[src/rtl/spi_host_engine.sv]
module spi_host_engine #(
  parameter int DATA_W = 8,
  parameter int DEPTH  = 32,
  parameter int NSEL   = 8
) (
  input  logic              clk,
  input  logic              rst_n,
  input  logic              reg_wr,
  input  logic              reg_rd,
  input  logic [2:0]        reg_addr,
  input  logic [31:0]       reg_wdata,
  output logic [31:0]       reg_rdata,
  input  logic              half_tick,
  output logic              sclk_o,
  output logic              sclk_oe,
  output logic              mosi_o,
  output logic              mosi_oe,
  input  logic              miso_i,
  output logic [NSEL-1:0]   sel_o
);
  localparam int AW = $clog2(DEPTH);

  logic en, host, cpol, cpha, sticky, sel_dir, sel_inv, ovf, unr;
  logic [31:0] fc_tgt, done;
  logic [5:0] fsz;
  logic [NSEL-1:0] sel_bits;
  logic [DATA_W-1:0] tx_mem [DEPTH];
  logic [DATA_W-1:0] rx_mem [DEPTH];
  logic [AW:0] tx_wp, tx_rp, rx_wp, rx_rp;
  logic [DATA_W-1:0] rx_last, sh_tx, sh_rx;
  logic busy, sclk_r, mo;
  logic [6:0] hc;

  wire wr_ctrl = reg_wr && reg_addr == 3'd0;
  wire wr_fsz  = reg_wr && reg_addr == 3'd1;
  wire wr_tx   = reg_wr && reg_addr == 3'd4;
  wire wr_cmd  = reg_wr && reg_addr == 3'd5;
  wire wr_sel  = reg_wr && reg_addr == 3'd6;
  wire wr_fc   = reg_wr && reg_addr == 3'd7;

  wire [AW:0] tx_cnt = tx_wp - tx_rp;
  wire [AW:0] rx_cnt = rx_wp - rx_rp;
  wire tx_empty = tx_cnt == 0;
  wire rx_empty = rx_cnt == 0;
  wire tx_full  = tx_cnt == (AW+1)'(DEPTH);
  wire rx_full  = rx_cnt == (AW+1)'(DEPTH);

  wire [5:0] nb = (fsz == 6'd0 || fsz > 6'(DATA_W)) ? 6'(DATA_W) : fsz;
  wire under_budget = fc_tgt == 32'd0 || done < fc_tgt;
  wire go   = en && host && !busy && !tx_empty && under_budget;
  wire fire = busy && half_tick;
  wire lead = !hc[0];
  wire fin  = fire && hc == {nb, 1'b0} - 7'd1;
  wire samp = fire && (lead ^ cpha);
  wire launch = fire && !(lead ^ cpha) && !fin;
  wire [DATA_W-1:0] rx_in = {sh_rx[DATA_W-2:0], miso_i};
  wire [DATA_W-1:0] rx_word = cpha ? rx_in : sh_rx;
  wire [DATA_W-1:0] tx_word = tx_mem[tx_rp[AW-1:0]] << (DATA_W - int'(nb));
  wire rx_pop = reg_rd && reg_addr == 3'd3 && !rx_empty;
  wire clr_cnt = wr_ctrl || (wr_cmd && reg_wdata[4]);

  wire hold = en && (busy || (sticky && fc_tgt != 0 && done != 0 && done < fc_tgt));
  wire [NSEL-1:0] asserted = sel_dir ? sel_bits : (hold ? sel_bits : '0);
  assign sel_o   = sel_inv ? asserted : ~asserted;
  assign sclk_o  = sclk_r;
  assign mosi_o  = mo;
  assign sclk_oe = en;
  assign mosi_oe = en;

  always_ff @(posedge clk or negedge rst_n) begin
    if (!rst_n) begin
      {en, host, cpol, cpha, sticky} <= '0;
      fc_tgt <= '0;
      fsz <= 6'(DATA_W);
      {sel_dir, sel_inv} <= '0;
      sel_bits <= '0;
    end else begin
      if (wr_ctrl) begin
        {sticky, host, en} <= {reg_wdata[4], reg_wdata[1:0]};
        if (!en) {cpha, cpol} <= reg_wdata[3:2];
        fc_tgt[15:0] <= reg_wdata[31:16];
      end
      if (wr_fc) fc_tgt[31:16] <= reg_wdata[31:16];
      if (wr_fsz && !en) fsz <= reg_wdata[5:0];
      if (wr_sel) begin
        sel_bits <= reg_wdata[NSEL-1:0];
        {sel_inv, sel_dir} <= reg_wdata[9:8];
      end
    end
  end

  always_ff @(posedge clk) begin
    if (wr_tx && !tx_full) tx_mem[tx_wp[AW-1:0]] <= reg_wdata[DATA_W-1:0];
    if (fin && !rx_full) rx_mem[rx_wp[AW-1:0]] <= rx_word;
  end

  always_ff @(posedge clk or negedge rst_n) begin
    if (!rst_n) begin
      {tx_wp, tx_rp, rx_wp, rx_rp} <= '0;
      rx_last <= '0;
      {ovf, unr} <= '0;
      done <= '0;
    end else begin
      if (wr_cmd && reg_wdata[3]) {tx_wp, tx_rp} <= '0;
      else begin
        if (wr_tx && !tx_full) tx_wp <= tx_wp + 1'b1;
        if (go) tx_rp <= tx_rp + 1'b1;
      end
      if (wr_cmd && reg_wdata[2]) {rx_wp, rx_rp} <= '0;
      else begin
        if (fin && !rx_full) rx_wp <= rx_wp + 1'b1;
        if (rx_pop) begin
          rx_rp <= rx_rp + 1'b1;
          rx_last <= rx_mem[rx_rp[AW-1:0]];
        end
      end
      if (clr_cnt) done <= '0;
      else if (fin) done <= done + 32'd1;
      if (fin && rx_full) ovf <= 1'b1;
      else if (wr_cmd && reg_wdata[1]) ovf <= 1'b0;
      if (hold && !busy && tx_empty) unr <= 1'b1;
      else if (wr_cmd && reg_wdata[0]) unr <= 1'b0;
    end
  end

  always_ff @(posedge clk or negedge rst_n) begin
    if (!rst_n) begin
      busy <= 1'b0; hc <= '0; sclk_r <= 1'b0; mo <= 1'b0;
      sh_tx <= '0; sh_rx <= '0;
    end else if (!en) begin
      busy <= 1'b0;
      sclk_r <= cpol;
    end else if (go) begin
      busy <= 1'b1;
      hc <= '0;
      sh_rx <= '0;
      sh_tx <= cpha ? tx_word : tx_word << 1;
      if (!cpha) mo <= tx_word[DATA_W-1];
    end else if (fire) begin
      sclk_r <= ~sclk_r;
      hc <= hc + 7'd1;
      if (samp) sh_rx <= rx_in;
      if (launch) begin
        mo <= sh_tx[DATA_W-1];
        sh_tx <= sh_tx << 1;
      end
      if (fin) busy <= 1'b0;
    end else if (!busy) begin
      sclk_r <= cpol;
    end
  end

  always_comb begin
    reg_rdata = '0;
    case (reg_addr)
      3'd0: reg_rdata = {fc_tgt[15:0], 11'd0, sticky, cpha, cpol, host, en};
      3'd1: reg_rdata = {26'd0, fsz};
      3'd2: begin
        reg_rdata[14] = busy;
        reg_rdata[10] = tx_empty;
        reg_rdata[8]  = tx_full;
        reg_rdata[6]  = rx_empty;
        reg_rdata[4]  = rx_full;
        reg_rdata[3]  = unr;
        reg_rdata[2]  = ovf;
      end
      3'd3: reg_rdata[DATA_W-1:0] = rx_empty ? rx_last : rx_mem[rx_rp[AW-1:0]];
      3'd6: begin
        reg_rdata[NSEL-1:0] = sel_bits;
        reg_rdata[9:8] = {sel_inv, sel_dir};
      end
      3'd7: reg_rdata = fc_tgt;
      default: reg_rdata = '0;
    endcase
  end

  assert_fsz_locked_R2: assert property (@(posedge clk) disable iff (!rst_n)
    (en && $past(en)) |-> $stable(fsz));
  assert_mode_locked_R3: assert property (@(posedge clk) disable iff (!rst_n)
    (en && $past(en)) |-> $stable({cpol, cpha}));
  assert_idle_clock_R3: assert property (@(posedge clk) disable iff (!rst_n)
    (!busy && $past(!busy) && $stable(cpol)) |-> sclk_r == cpol);
  assert_fifo_bound_R5: assert property (@(posedge clk) disable iff (!rst_n)
    tx_cnt <= (AW+1)'(DEPTH) && rx_cnt <= (AW+1)'(DEPTH));
  assert_count_bound_R9: assert property (@(posedge clk) disable iff (!rst_n)
    $rose(busy) |-> ($past(fc_tgt) == 0 || $past(done) < $past(fc_tgt)));
endmodule

[config.mk]
export PLATFORM = sky130hd
export DESIGN_NAME = spi_host_engine
export DESIGN_NICKNAME = d
export VERILOG_FILES = /design/src/rtl/spi_host_engine.sv
export SDC_FILE = /design/constraint.sdc
export NUM_CORES = 1
export LEC_CHECK = 0
export CORE_MARGIN = 8
export CORE_UTILIZATION = 30
export DETAILED_ROUTE_END_ITERATION = 8
export GPL_TIMING_DRIVEN = 0
export PLACE_DENSITY = 0.51
export SYNTH_ARGS = -nofsm -noshare
export SYNTH_HDL_FRONTEND = slang
export SYNTH_SLANG_ARGS = --single-unit
[constraint.sdc]
create_clock -name clk -period 8.5 [get_ports clk]
set_clock_uncertainty 0.15 [all_clocks]
set_input_delay 2.125 -clock clk [delete_from_list [all_inputs] [get_ports clk]]
set_output_delay 2.125 -clock clk [all_outputs]
set_load 0.005 [all_outputs]
==> results of run 1 <==
## critical path, cell delays in order, from the launching register on
cell and delay [ns]:
dfrtp_1 0.48, buf_2 0.50, clkbuf_2 0.46, inv_1 0.13, ha_1 0.31, nor2b_1 0.13, o21ai_0 0.24, nand2_1 0.08
or4_1 0.42, a211o_1 0.40, nor3_4 0.47, mux2_2 0.41, mux4_2 0.44, and2_1 0.28, clkdlybuf4s50_1 0.51
## metrics by stage
step | hold WS (ns) | TNS, ns | power [mW] | utilization
final | 0.340 | 0 | 9.17 | 0.349
after global routing | 0.370 | 0 | 9.57 | 0.349
after global placement | 0.321 | -139.75 | 6.22 | 0.326
after detailed placement | 0.325 | -0.0829 | 6.24 | 0.326
after CTS | 0.338 | 0 | 9.27 | 0.349
after floorplan | 0.296 | 0 | 5.29 | -
## registers in the layout, summed over array words and instances (netlist names), 6 cells and up
signal,flops
rx_wp,6
rx_mem,256
fsz,6
hc,7
tx_rp,6
sel_bits,8
tx_mem,256
sh_rx,8
sh_tx,8
tx_wp,6
fc_tgt,32
rx_rp,6
done,32
rx_last,8
## final cells by class
| type | count | area [µm²] | area share |
|---|---|---|---|
| Tap cell | 1276 | 1600 | 0.0474 |
| Buffer | 90 | 414 | 0.0123 |
| Clock buffer | 92 | 1920 | 0.0569 |
| Antenna cell | 2 | 5.00 | 0.000149 |
| Inverter | 63 | 236 | 0.00702 |
| Sequential cell | 657 | 19000 | 0.564 |
| Timing Repair Buffer | 79 | 769 | 0.0228 |
| Clock inverter | 31 | 310 | 0.00921 |
| Multi-Input combinational cell | 1148 | 9430 | 0.280 |
## cell families (layout without fill, tap and decap cells)
group           count (synthesis)  count (layout)  synth area share
other cells                     0               2                 0
fa+ha+maj                      56              56            0.0241
compound gates                272             272            0.0634
mux                           258             258             0.135
flops                         657             657             0.653
simple gates                  498             498            0.0816
xor+xnor                       64              64            0.0199
buf+inv                       154             355            0.0224
## routing by layer
metal  share of wire  track usage  up-vias
li1                -            -     7808
met1            0.44        0.200     9003
met2            0.47        0.233      585
met3           0.071       0.0364      119
met4           0.025       0.0407        0
met5               0            0        -
## placed cells by master, fill, tap and decap left out, types with 69 or more instances in the layout
cell type	n
o21ai_0	70
mux4_2	103
mux2i_1	103
clkdlybuf4s50_1	69
nor2_1	162
nand2_1	153
clkbuf_16	73
clkbuf_1	70
dfrtp_1	144
edfxtp_1	512
## path summary, 6_finish.rpt
| check | cells past startpoint | startpoint | end | slack, ns |
|---|---|---|---|---|
| max reg2reg | 14 | rx_rp[1]$_DFFE_PN0P_ | rx_mem[3][0]$_DFFE_PP_ | 3.19 |
| min | 2 | sh_tx[0]$_DFFE_PN0P_ | sh_tx[0]$_DFFE_PN0P_ | 0.34 |
| min in group asynchronous | 1 | rst_n | done[31]$_DFFE_PN0P_ | 1.33 |
| max in group asynchronous | 2 | rst_n | fsz[3]$_DFFE_PN1P_ | 5.99 |
| max | 14 | rx_rp[1]$_DFFE_PN0P_ | reg_rdata[6] | 0.36 |
| min reg2reg | 2 | sh_tx[0]$_DFFE_PN0P_ | sh_tx[0]$_DFFE_PN0P_ | 0.34 |
## repair_timing
action                     in CTS  in global routing
setup buffers                   0                  0
setup endpoints to repair       8                  0
hold endpoints to repair        0                  0
gates resized for setup         2                  0
## where the power goes
part,switching (mW),total [mW],internal (mW)
registers,0.140,3.76,3.62
logic,1.48,2.41,0.929
clock network,1.26,3.00,1.74
==> impl_metrics.csv, run 1 <==
group,metric,value,unit
yosys,synth_area_leaders,"edfxtp_1, dfrtp_1, mux4_2",
sta,worst_slew_pin_slew,1.19,ns
sta,post-route-min-period,8.14,ns
floorplan,die_h,327,µm
global_route,grt_max_degree,95,
place,dp.cells,3314,
floorplan,die_area,0.107,mm²
place,gp_congestion,0.860,
setup_path,start_kind,"flip-flop",
yosys,synth.most_common_cell,"edfxtp_1",
status,status,"complete, no violations",
sta,slew_headroom,0.199,
drt,vias,17500,
job,drv_cap,0,
yosys,syn_avg_cell_area,14.8,µm²
global_route,grt_overflow_total,0,
drt,ant_nets,0,
clock_network,cts_sinks,657,
clock_network,clkTransAtPathRegs,0.06,ns
floorplan,rows,114,
setup_path,crit_fanout,19,
setup_path,required,6.23,ns
final_layout,final-instance-count-excl-fill,3438,
sta,finalMaxSlewViolations,0,
clock_network,clkLatencyLatePin,0.61,ns
setup_path,worstSetupPathType,"flip-flop to primary output",
final_layout,fillers,9348,
power_and_ir_drop,peakVddDrop,0.168,mV
yosys,synthCells,1959,
min_path,hold_class,"flip-flop to flip-flop",
drt,firstDrtPassIters,8,
clock_network,holdBufCountCts,0,
floorplan,core-area,0.0964,mm²
clock_network,cts_max_path_buffers,3,
clock_network,cts_tree,"done",
yosys,async_flop_share,0.221,
yosys,netlist.area_leader.share,0.529,
final_layout,syn_to_final_growth,15.8,%
sta,finalSetupViolations,0,
place,io_buffers,78,
drt,drc_errors,0,
final_layout,stdcell_area,0.0337,mm²
sta,rsz0062_at_grt,"false",
clock_network,htree_levels,3,
floorplan,fp.dieW,327,µm
global_route,antenna_found_initial,7,
yosys,synth_area,0.0291,mm²
place,placed_area,0.0315,mm²
drt,vias_per_cell,5.09,
setup_path,cp.arrival,5.86,ns
sta,period_share,0.957,
sta,clock.fmax,123,MHz
yosys,synth_fp_nets,2056,
yosys,synth_top_area_cell,"edfxtp_1",
floorplan,start_util,0.302,
sta,hold_viol_final,0,
clock_network,cts_root_buf,"clkbuf_16",
global_route,grt_pass1_vias,17800,
place,post-place-ws,-0.0829,ns
global_route,grt_pass1_wl,119,mm
drt,routed_wl,80.0,mm
sta,worst_slack,0.363,ns
yosys,synth_commonest_cells,"edfxtp_1, nor2_1, nand2_1",
yosys,synth_warnings,0,
drt,wl_per_cell,23.3,µm
yosys,synth-main-ff-cell,"edfxtp_1",
yosys,ys_ff_latch,657,
yosys,ys_seq_area_frac,0.653,
floorplan,ios,85,
global_route,grt.total_usage,0.147,
final_layout,layout-drive-gt1-share,0.149,
drt,first_iter_violations,1623,
clock_network,cts_made_buffers,70,
final_layout,nets,2206,
power_and_ir_drop,p_per_area,272,mW/mm²
place,dp_hpwl,54.9,mm
yosys,synth_cell_types,82,
yosys,synth_edf_count,512,
setup_path,end_kind,"primary output",
power_and_ir_drop,p_leak,12.0,nW
Note: power is estimated with default switching activity, not from simulation.
==> run 2, diff against run 1 <==
--- a/config.mk
+++ b/config.mk
@@ -9,7 +9,7 @@
 export CORE_UTILIZATION = 30
 export DETAILED_ROUTE_END_ITERATION = 8
 export GPL_TIMING_DRIVEN = 0
-export PLACE_DENSITY = 0.51
+export PLACE_DENSITY = 0.49
 export SYNTH_ARGS = -nofsm -noshare
 export SYNTH_HDL_FRONTEND = slang
 export SYNTH_SLANG_ARGS = --single-unit
==> impl_metrics.csv, run 2 (synthesized netlist as in run 1, its figures left out) <==
group,metric,value,unit
sta,hold_viol_final,0,
floorplan,die_area,0.107,mm²
final_layout,syn_to_final_growth,15.6,%
place,gp_congestion,0.857,
clock_network,cts_made_buffers,72,
global_route,grt_max_degree,92,
setup_path,start_kind,"flip-flop",
global_route,grt_pass1_vias,17900,
floorplan,fp.dieW,327,µm
clock_network,cts_resized,2,
final_layout,register_area,0.0190,mm²
sta,period_share,0.964,
sta,slew_headroom,0.125,
setup_path,reg2reg_slack,3.17,ns
place,io_buffers,78,
drt,routed_wl,81.8,mm
floorplan,rows,114,
setup_path,crit_fanout,19,
power_and_ir_drop,peakVddDrop,0.134,mV
sta,whs,0.339,ns
clock_network,htree_levels,3,
floorplan,ios,85,
drt,ant_nets,0,
status,status,"complete, no violations",
sta,clock.fmax,122,MHz
global_route,grt_overflow_total,0,
final_layout,final_common_cell,"edfxtp_1",
setup_path,required,6.23,ns
power_and_ir_drop,p_per_area,272,mW/mm²
place,dp_hpwl,55.9,mm
final_layout,nets,2208,
drt,vias_per_cell,5.09,
drt,firstDrtPassIters,5,
clock_network,holdBufCountCts,0,
clock_network,cts_max_path_buffers,3,
drt,wl_per_cell,23.8,µm
sta,finalSetupViolations,0,
clock_network,clkTransAtPathRegs,0.06,ns
final_layout,multi_input_area,0.00943,mm²
floorplan,core-area,0.0964,mm²
drt,vias,17500,
setup_path,cp.arrival,5.92,ns
final_layout,layout_common_cells,"edfxtp_1, nor2_1, nand2_1, dfrtp_1",
global_route,antenna_found_initial,5,
sta,rsz0062_at_grt,"false",
sta,finalMaxSlewViolations,0,
floorplan,start_util,0.302,
sta,worst_slew_pin_slew,1.30,ns
final_layout,fillers,9352,
setup_path,worstSetupPathType,"flip-flop to primary output",
min_path,hold_class,"flip-flop to flip-flop",
power_and_ir_drop,p_total,9.13,mW
clock_network,post_cts_buffers,0,
setup_path,end_kind,"primary output",
sta,setup_tns,0,ns
global_route,grt.total_usage,0.150,
power_and_ir_drop,p_leak,12.0,nW
final_layout,layout-drive-gt1-share,0.147,
drt,drc_errors,0,
sta,post-route-min-period,8.19,ns
drt,first_iter_violations,1548,
floorplan,die_h,327,µm
global_route,grt_pass1_wl,121,mm
clock_network,cts_tree,"done",
job,drv_cap,0,
clock_network,clkLatencyLatePin,0.61,ns
clock_network,cts_sinks,657,
clock_network,cts_root_buf,"clkbuf_16",
-- run 2: report_power, final --
group / switching [mW] / total (mW) / internal (mW)
Sequential: 0.140 / 3.76 / 3.62
Combinational: 1.49 / 2.42 / 0.929
Clock: 1.30 / 2.96 / 1.66
-- run 2: layout make-up --
| class | instances | area share |
|---|---|---|
| well taps | 1276 | 0.0475 |
| flip-flops and latches | 657 | 0.565 |
| multi-input cells | 1148 | 0.280 |
| diodes | 1 | 0.0000744 |
| inverters | 63 | 0.00703 |
| plain buffers | 90 | 0.0123 |
| repair buffers | 79 | 0.0229 |
| clock inverters | 41 | 0.00967 |
| clock buffers | 86 | 0.0551 |
-- run 2: metal layers --
metal,vias up,part of all wire,GRT usage
li1,7804,-,-
met1,9124,0.45,0.206
met2,472,0.47,0.240
met3,124,0.055,0.0298
met4,2,0.026,0.0433
met5,-,0.00016,0
-- run 2: metrics by stage --
| stage | cell area, µm² | setup slack [ns] | utilization | instances |
|---|---|---|---|---|
| CTS | 33600 | 0.283 | 0.349 | 3440 |
| global placement | 31500 | -1.01 | 0.326 | 3313 |
| floorplan | 29100 | 2.02 | - | 1959 |
| detailed placement | 31500 | -0.0777 | 0.326 | 3314 |
| finish | 33600 | 0.305 | 0.349 | 3441 |
| global route | 33600 | 0.0571 | 0.349 | 3441 |
-- run 2: path summary, 6_finish.rpt --
kind | start | to | depth (start not counted)
max in group asynchronous | rst_n | fsz[3]$_DFFE_PN1P_ | 2
min in group asynchronous | rst_n | done[30]$_DFFE_PN0P_ | 1
min | sh_tx[2]$_DFFE_PN0P_ | sh_tx[2]$_DFFE_PN0P_ | 2
max | rx_rp[1]$_DFFE_PN0P_ | reg_rdata[6] | 14
min reg2reg | sh_tx[2]$_DFFE_PN0P_ | sh_tx[2]$_DFFE_PN0P_ | 2
max reg2reg | rx_rp[1]$_DFFE_PN0P_ | rx_mem[7][1]$_DFFE_PP_ | 14
-- run 2: critical path: stages (launching register included) --
cell	delay (ns)
dfrtp_1	0.49
buf_2	0.50
clkbuf_2	0.45
inv_1	0.13
ha_1	0.31
nor2b_1	0.13
o21ai_0	0.25
nand2_1	0.08
or4_1	0.41
a211o_1	0.40
nor3_4	0.49
mux2_2	0.41
mux4_2	0.45
and2_1	0.28
clkdlybuf4s50_1	0.51
